### config.mk
export PLATFORM = sky130hd
export DESIGN_NAME = sbus_read_engine
export DESIGN_NICKNAME = d
export VERILOG_FILES = /design/src/rtl/sbus_rd_pkg.sv /design/src/rtl/sbus_rd_regs.sv /design/src/rtl/sbus_rd_engine.sv /design/src/rtl/sbus_read_engine.sv
export SDC_FILE = /design/constraint.sdc
export NUM_CORES = 1
export LEC_CHECK = 0
export BUFFER_PORTS_ARGS = -buffer_cell sky130_fd_sc_hd__clkbuf_2
export CORE_UTILIZATION = 40
export DETAILED_ROUTE_END_ITERATION = 10
export GPL_ROUTABILITY_DRIVEN = 1
export PLACE_DENSITY = 0.7
export SYNTH_ARGS = -nofsm -noshare
export SYNTH_HDL_FRONTEND = slang
export SYNTH_HIERARCHICAL = 1
export SYNTH_SLANG_ARGS = --single-unit
### constraint.sdc
create_clock -name clk -period 1.8 [get_ports clk]
set_clock_uncertainty 0.05 [all_clocks]
set_input_delay 0.36 -clock clk [delete_from_list [all_inputs] [get_ports clk]]
set_output_delay 0.36 -clock clk [all_outputs]
set_load 0.02 [all_outputs]
### src/rtl/sbus_rd_pkg.sv
package sbus_rd_pkg;
  localparam int BUS_AW   = 8;
  localparam int BUS_DW   = 32;
  localparam int SHORT_AW = 12;
  localparam int LONG_AW  = 15;
  localparam int VAL_W    = 16;
  localparam logic [BUS_AW-1:0] OFS_WIDTH = 8'h04;
  localparam logic [BUS_AW-1:0] OFS_CMD   = 8'h28;
  localparam logic [BUS_AW-1:0] OFS_STAT  = 8'h2c;
  typedef enum logic [1:0] {ENG_IDLE = 2'd0, ENG_REQ = 2'd1, ENG_WAIT = 2'd2} eng_state_t;
endpackage

### src/rtl/sbus_rd_regs.sv
module sbus_rd_regs
  import sbus_rd_pkg::*;
(
  input  logic               clk,
  input  logic               rst_n,
  input  logic               bus_we,
  input  logic [BUS_AW-1:0]  bus_addr,
  input  logic [BUS_DW-1:0]  bus_wdata,
  output logic [BUS_DW-1:0]  bus_rdata,
  output logic               cmd_strobe,
  output logic [LONG_AW-1:0] cmd_addr,
  input  logic               busy,
  input  logic [LONG_AW-1:0] res_echo,
  input  logic [VAL_W-1:0]   res_data
);
  localparam int HI_W = LONG_AW - SHORT_AW;

  logic wide_mode;
  logic unused_wbits;
  assign unused_wbits = ^bus_wdata[BUS_DW-1:LONG_AW];

  always_ff @(posedge clk or negedge rst_n) begin
    if (!rst_n) wide_mode <= 1'b0;
    else if (bus_we && bus_addr == OFS_WIDTH) wide_mode <= bus_wdata[0];
  end

  assign cmd_strobe = bus_we && (bus_addr == OFS_CMD);

  // Narrow mode zeroes the bits above the short address width.
  always_comb begin
    cmd_addr = bus_wdata[LONG_AW-1:0];
    if (!wide_mode) cmd_addr[LONG_AW-1:SHORT_AW] = {HI_W{1'b0}};
  end

  always_comb begin
    unique case (bus_addr)
      OFS_WIDTH: bus_rdata = {{(BUS_DW-1){1'b0}}, wide_mode};
      OFS_STAT:  bus_rdata = {busy, res_echo, res_data};
      default:   bus_rdata = '0;
    endcase
  end

  // the width field takes the written bit on the next edge
  a_r6_width_write: assert property (@(posedge clk) disable iff (!rst_n)
    (bus_we && bus_addr == OFS_WIDTH) |=> (wide_mode == $past(bus_wdata[0])));
endmodule

### src/rtl/sbus_rd_engine.sv
module sbus_rd_engine
  import sbus_rd_pkg::*;
(
  input  logic               clk,
  input  logic               rst_n,
  input  logic               cmd_strobe,
  input  logic [LONG_AW-1:0] cmd_addr,
  output logic               req_valid,
  input  logic               req_ready,
  output logic [LONG_AW-1:0] req_addr,
  input  logic               rsp_valid,
  input  logic [VAL_W-1:0]   rsp_data,
  output logic               busy,
  output logic [LONG_AW-1:0] res_echo,
  output logic [VAL_W-1:0]   res_data
);
  eng_state_t state;
  logic [LONG_AW-1:0] pend_addr;
  logic accept, done;

  assign accept = cmd_strobe && (state == ENG_IDLE);
  assign done   = rsp_valid && (state == ENG_WAIT);

  always_ff @(posedge clk or negedge rst_n) begin
    if (!rst_n) begin
      state     <= ENG_IDLE;
      pend_addr <= '0;
      res_echo  <= '0;
      res_data  <= '0;
    end else begin
      unique case (state)
        ENG_IDLE: if (accept) begin
          state     <= ENG_REQ;
          pend_addr <= cmd_addr;
        end
        ENG_REQ:  if (req_ready) state <= ENG_WAIT;
        ENG_WAIT: if (done) begin
          state    <= ENG_IDLE;
          res_echo <= pend_addr;
          res_data <= rsp_data;
        end
        default:  state <= ENG_IDLE;
      endcase
    end
  end

  assign busy      = (state != ENG_IDLE);
  assign req_valid = (state == ENG_REQ);
  assign req_addr  = pend_addr;

  // an accepted command shows busy right after its edge
  a_r2_busy_on_accept: assert property (@(posedge clk) disable iff (!rst_n)
    (cmd_strobe && !busy) |=> busy);
  // busy only drops through a taken response
  a_r3_busy_until_rsp: assert property (@(posedge clk) disable iff (!rst_n)
    (busy && !rsp_valid) |=> busy);
  // a command while busy leaves the pending address alone
  a_r7_ignore_busy_cmd: assert property (@(posedge clk) disable iff (!rst_n)
    (busy && cmd_strobe) |=> $stable(pend_addr));
  // result is held unless a read finishes
  a_r8_result_hold: assert property (@(posedge clk) disable iff (!rst_n)
    !(busy && !req_valid && rsp_valid) |=> ($stable(res_data) && $stable(res_echo)));
  // request held until ready
  a_r9_req_hold: assert property (@(posedge clk) disable iff (!rst_n)
    (req_valid && !req_ready) |=> (req_valid && $stable(req_addr)));
endmodule

### src/rtl/sbus_read_engine.sv
module sbus_read_engine
  import sbus_rd_pkg::*;
(
  input  logic                clk,
  input  logic                rst_n,
  input  logic                bus_we,
  input  logic [7:0]          bus_addr,
  input  logic [31:0]         bus_wdata,
  output logic [31:0]         bus_rdata,
  output logic                req_valid,
  input  logic                req_ready,
  output logic [14:0]         req_addr,
  input  logic                rsp_valid,
  input  logic [15:0]         rsp_data
);
  logic               cmd_strobe;
  logic [LONG_AW-1:0] cmd_addr;
  logic               busy;
  logic [LONG_AW-1:0] res_echo;
  logic [VAL_W-1:0]   res_data;

  sbus_rd_regs u_regs (
    .clk(clk), .rst_n(rst_n),
    .bus_we(bus_we), .bus_addr(bus_addr), .bus_wdata(bus_wdata), .bus_rdata(bus_rdata),
    .cmd_strobe(cmd_strobe), .cmd_addr(cmd_addr),
    .busy(busy), .res_echo(res_echo), .res_data(res_data)
  );

  sbus_rd_engine u_eng (
    .clk(clk), .rst_n(rst_n),
    .cmd_strobe(cmd_strobe), .cmd_addr(cmd_addr),
    .req_valid(req_valid), .req_ready(req_ready), .req_addr(req_addr),
    .rsp_valid(rsp_valid), .rsp_data(rsp_data),
    .busy(busy), .res_echo(res_echo), .res_data(res_data)
  );

  // an accepted command is followed by a request
  a_r1_req_follows: assert property (@(posedge clk) disable iff (!rst_n)
    (bus_we && bus_addr == OFS_CMD && !busy) |=> req_valid);
endmodule

==> implementation parameters <==
Parameter                              Value

Run status
  Outcome ... complete, but fails checks
  Violated checks ... setup timing

Route
  Number of vias after detailed routing ... ~1600
  Aggregate routed wire length ... 4491 um
  Routed length per instance ... around 14 um
  Detailed Route Iter0 Violations ... 31
  Antenna viol nets, final ... 0
  Drt via density ... around 4.7
  Post-route DRC ... 0
  Drt pass-1 iters ... 3

CTS
  Latest clock arrival within the worst-skew pair ... between 200 and 300 ps
  Maximum buffer depth of the clock tree ... 2
  Clock root buffer ... sky130_fd_sc_hd__clkbuf_8
  CTS buffer count ... 5
  Clock input transition at the sequential cells of the worst setup and hold paths ... ~90 ps
  CTS tree ... done
  Number of sinks on the clock net ... between 40 and 50
  H-tree depth ... 2

Worst setup path
  Cells traversed along the worst timing path ... clkbuf_2, nor3b_2, and4_4, buf_12, and2_1, buf_6
  Critical path startpoint ... bus_addr[1]
  CP max-delay cell ... sky130_fd_sc_hd__and4_4
  Startpoint type of the worst setup path ... input port
  Worst Setup Path Type ... in2out
  Top Family by Delay on Critical Path ... simple AND/OR/NAND/NOR gates
  Stages on the worst setup path ... 6
  Count of cells along the worst register-to-register path ... 2
  Worst reg2reg path startpoint ... u_eng/state[0]
  Worst endpoint required time ... approximately 1400 ps
  Worst-path maximum fanout ... 18
  Worst path max stage delay ... roughly 290 ps
  Arrival time at the worst endpoint ... approximately 1400 ps
  Worst setup EP type ... output port
  Combined buffer and inverter count along the critical path ... 3

Synthesis
  Commonest cells in the synthesized netlist ... sky130_fd_sc_hd__dfrtp_1, sky130_fd_sc_hd__mux2_2, sky130_fd_sc_hd__and2_1
  Adder and majority gate portion of the synthesized area ... 0
  Complex-gate fraction of the synthesized area ... 0.005927
  Share of the yosys chip area belonging to registers ... 0.5280
  Area share of the leading cell type in the synthesized netlist ... 0.5280
  Post-Syn Nets ... roughly 230
  Synth unique cells ... 24
  Multiplexer share of the synthesized area ... 0.2279
  Xor/xnor share of the synthesized area ... 0
  Netlist Area Pre-Place ... 2322 um2
  Dominant cells by area after synthesis ... sky130_fd_sc_hd__dfrtp_1, sky130_fd_sc_hd__mux2_2, sky130_fd_sc_hd__and2_1
  Most used standard cell by instance count after synthesis ... sky130_fd_sc_hd__dfrtp_1
  Flip-flop and latch count after synthesis ... about 50
  EDFF count, synth ... 0
  Area fraction in and, or, nand and nor cells after synthesis ... 0.1654
  Yosys synthesis warning count ... 6
  Top_reg_cell synth ... sky130_fd_sc_hd__dfrtp_1
  Synthesized area divided by synthesized cell count ... about 14 um2
  Dominant combinational cell family by area after synthesis ... multiplexers
  Fraction of synthesis flops using an asynchronous set or reset pin ... 1.000
  Post-Synthesis Cells ... 168
  Cell taking the most area after synthesis ... sky130_fd_sc_hd__dfrtp_1

Place
  IO buf count ... slightly above 90
  Worst slack at placement ... -113.0 ps
  Area post-placement ... approximately 2800 um2
  HPWL after detailed placement ... between 3000 and 4000 um
  Final weighted congestion in routability-driven placement ... about 0.77

Layout
  N_diodes ... 0
  Final-layout fill cell count ... 460
  Area growth from synthesis to layout ... 37.02%
  End-of-flow core utilization ... 0.5743
  Post-route design area ... approximately 3200 um2
  Fraction of final layout cells sized beyond drive strength 1 ... 0.6962
  Final nets ... 320

Floorplanning
  Total I/O pin count ... ~110
  Horizontal die dimension ... 78.20 um
  Initial Utilization ... 0.4192
  Die Area ... around 6000 um2
  Floorplan die height ... 78.20 um
  Core ar. ... around 5500 um2
  Placement Rows ... 27

Job
  Number of maximum-capacitance constraint violations ... 0

Global route
  Residual overflow from global routing ... 0
  GR Util All Layers ... 0.1511
  Number of global-route vias before repair ... between 1500 and 2000
  Number of antenna violations at the first check in global routing ... 0
  First-pass GRT wire length ... roughly 7200 um
  Pin count of the biggest net entering global routing ... 50

Timing
  Period Utilization, post-route ... 1.012
  Final period demand of the worst path ... around 1800 ps
  Max transition margin ... 0.6774
  Transition at the pin with the smallest max-transition slack ... 484.0 ps
  Slew Viols, Final ... 0
  Worst Slack Setup Final ... -22.43 ps
  Number of failing setup endpoints in the final timing report ... 3
  RSZ-0062 raised after global routing ... yes
  Count of endpoints failing hold in the final timing report ... 0
  Maximum clock frequency ... roughly 550 MHz

Power
  Total design power ... roughly 0.0025 W
  Maximum VDD drop ... between 0.0004 and 0.0005 V
  Ratio of total power to cell area ... roughly 800 nW/um2
  Static leakage ... around 1.7 nW

Min path
  Tightest Hold Check Type ... in2reg
  Worst hold path stage count ... 2
  Startpoint of the lowest-slack hold path ... rsp_data[13]
==> path summary, 6_finish.rpt <==
check,end,slack [ps]
worst max register to register,u_eng/res_data[14],210
worst min register to register,u_eng/res_data[13],440
worst max-delay path,bus_rdata[31],-20
max in group asynchronous,u_eng/state[1],910
min in group asynchronous,u_eng/res_data[6],530
worst min-delay path,u_eng/res_data[13],230
==> registers in the layout, summed over array words and instances, names as in the netlist <==
| name | count |
|---|---|
| u_eng/req_addr | 15 |
| u_eng/res_data | 16 |
| u_regs/wide_mode | 1 |
| u_eng/res_echo | 15 |
| u_eng/state | 2 |
==> metrics by stage <==
step,std cells,setup TNS (ps),hold WS (ps)
floorplan,168,0,14.41
global placement,318,-2715,323.4
detailed placement,318,-2705,323.1
CTS,330,-0.6500,213.4
global route,332,-1044,214.9
finish,332,-29.41,225.9
==> cells by family (layout without fill, tap and decap cells) <==
group / Yosys count / in the layout
AOI/OAI and AO/OA: 2 / 2
buffers and inverters: 19 / 111
and+or+nand+nor: 51 / 51
muxes: 47 / 47
DFF: 49 / 49
==> power breakdown <==
part | total [W] | switching, W | internal, W
sequential | 0.00138 | 0.0000862 | 0.00129
combinational | 0.000356 | 0.000137 | 0.000219
clock | 0.000807 | 0.000355 | 0.000452
==> timing repair <==
item                                    4_1_cts  5_1_grt
hold buffers                                  1        0
hold endpoints to repair                     49        0
resized for setup                            18       76
cloned                                        0        0
buffers inserted                              3        2
endpoints found under the setup margin       31       32
pin swaps                                     3        3
==> cell usage in the layout, fill, tap and decap left out, types with 2 or more instances in the layout <==
cell                       count
sky130_fd_sc_hd__and2_1       18
sky130_fd_sc_hd__mux2_2       45
sky130_fd_sc_hd__and2_2        8
sky130_fd_sc_hd__buf_6        21
sky130_fd_sc_hd__and2_4        8
sky130_fd_sc_hd__buf_12        3
sky130_fd_sc_hd__nor2_1        2
sky130_fd_sc_hd__clkbuf_2     59
sky130_fd_sc_hd__dfrtp_1      48
sky130_fd_sc_hd__buf_8         3
sky130_fd_sc_hd__mux2_1        2
sky130_fd_sc_hd__clkbuf_8     11
sky130_fd_sc_hd__buf_4        10
sky130_fd_sc_hd__nand4_1       2
==> per-layer routing <==
layer  GRT usage  wire length (um)  vias up
met5           0                 0        -
met4     0.05000                99        0
met3     0.04186               258       12
met2      0.2728              2321       59
met1      0.1710              1812      757
li1            -                 -      747
==> layout make-up <==
class,count,area [um2],share of cell area
clock buffer,6,82.58,0.02595
clock inverter,2,37.54,0.01180
multi-input combinational,100,948.4,0.2981
sequential,49,1227,0.3858
tap,72,90.09,0.02831
timing repair buffer,103,795.8,0.2501
==> worst register-to-register path, stage by stage (launching register included) <==
cell and delay, ps:
sky130_fd_sc_hd__dfrtp_1 460, sky130_fd_sc_hd__nand3b_4 500, sky130_fd_sc_hd__mux2_1 470
No activity file was read; power rests on OpenSTA's default activity.
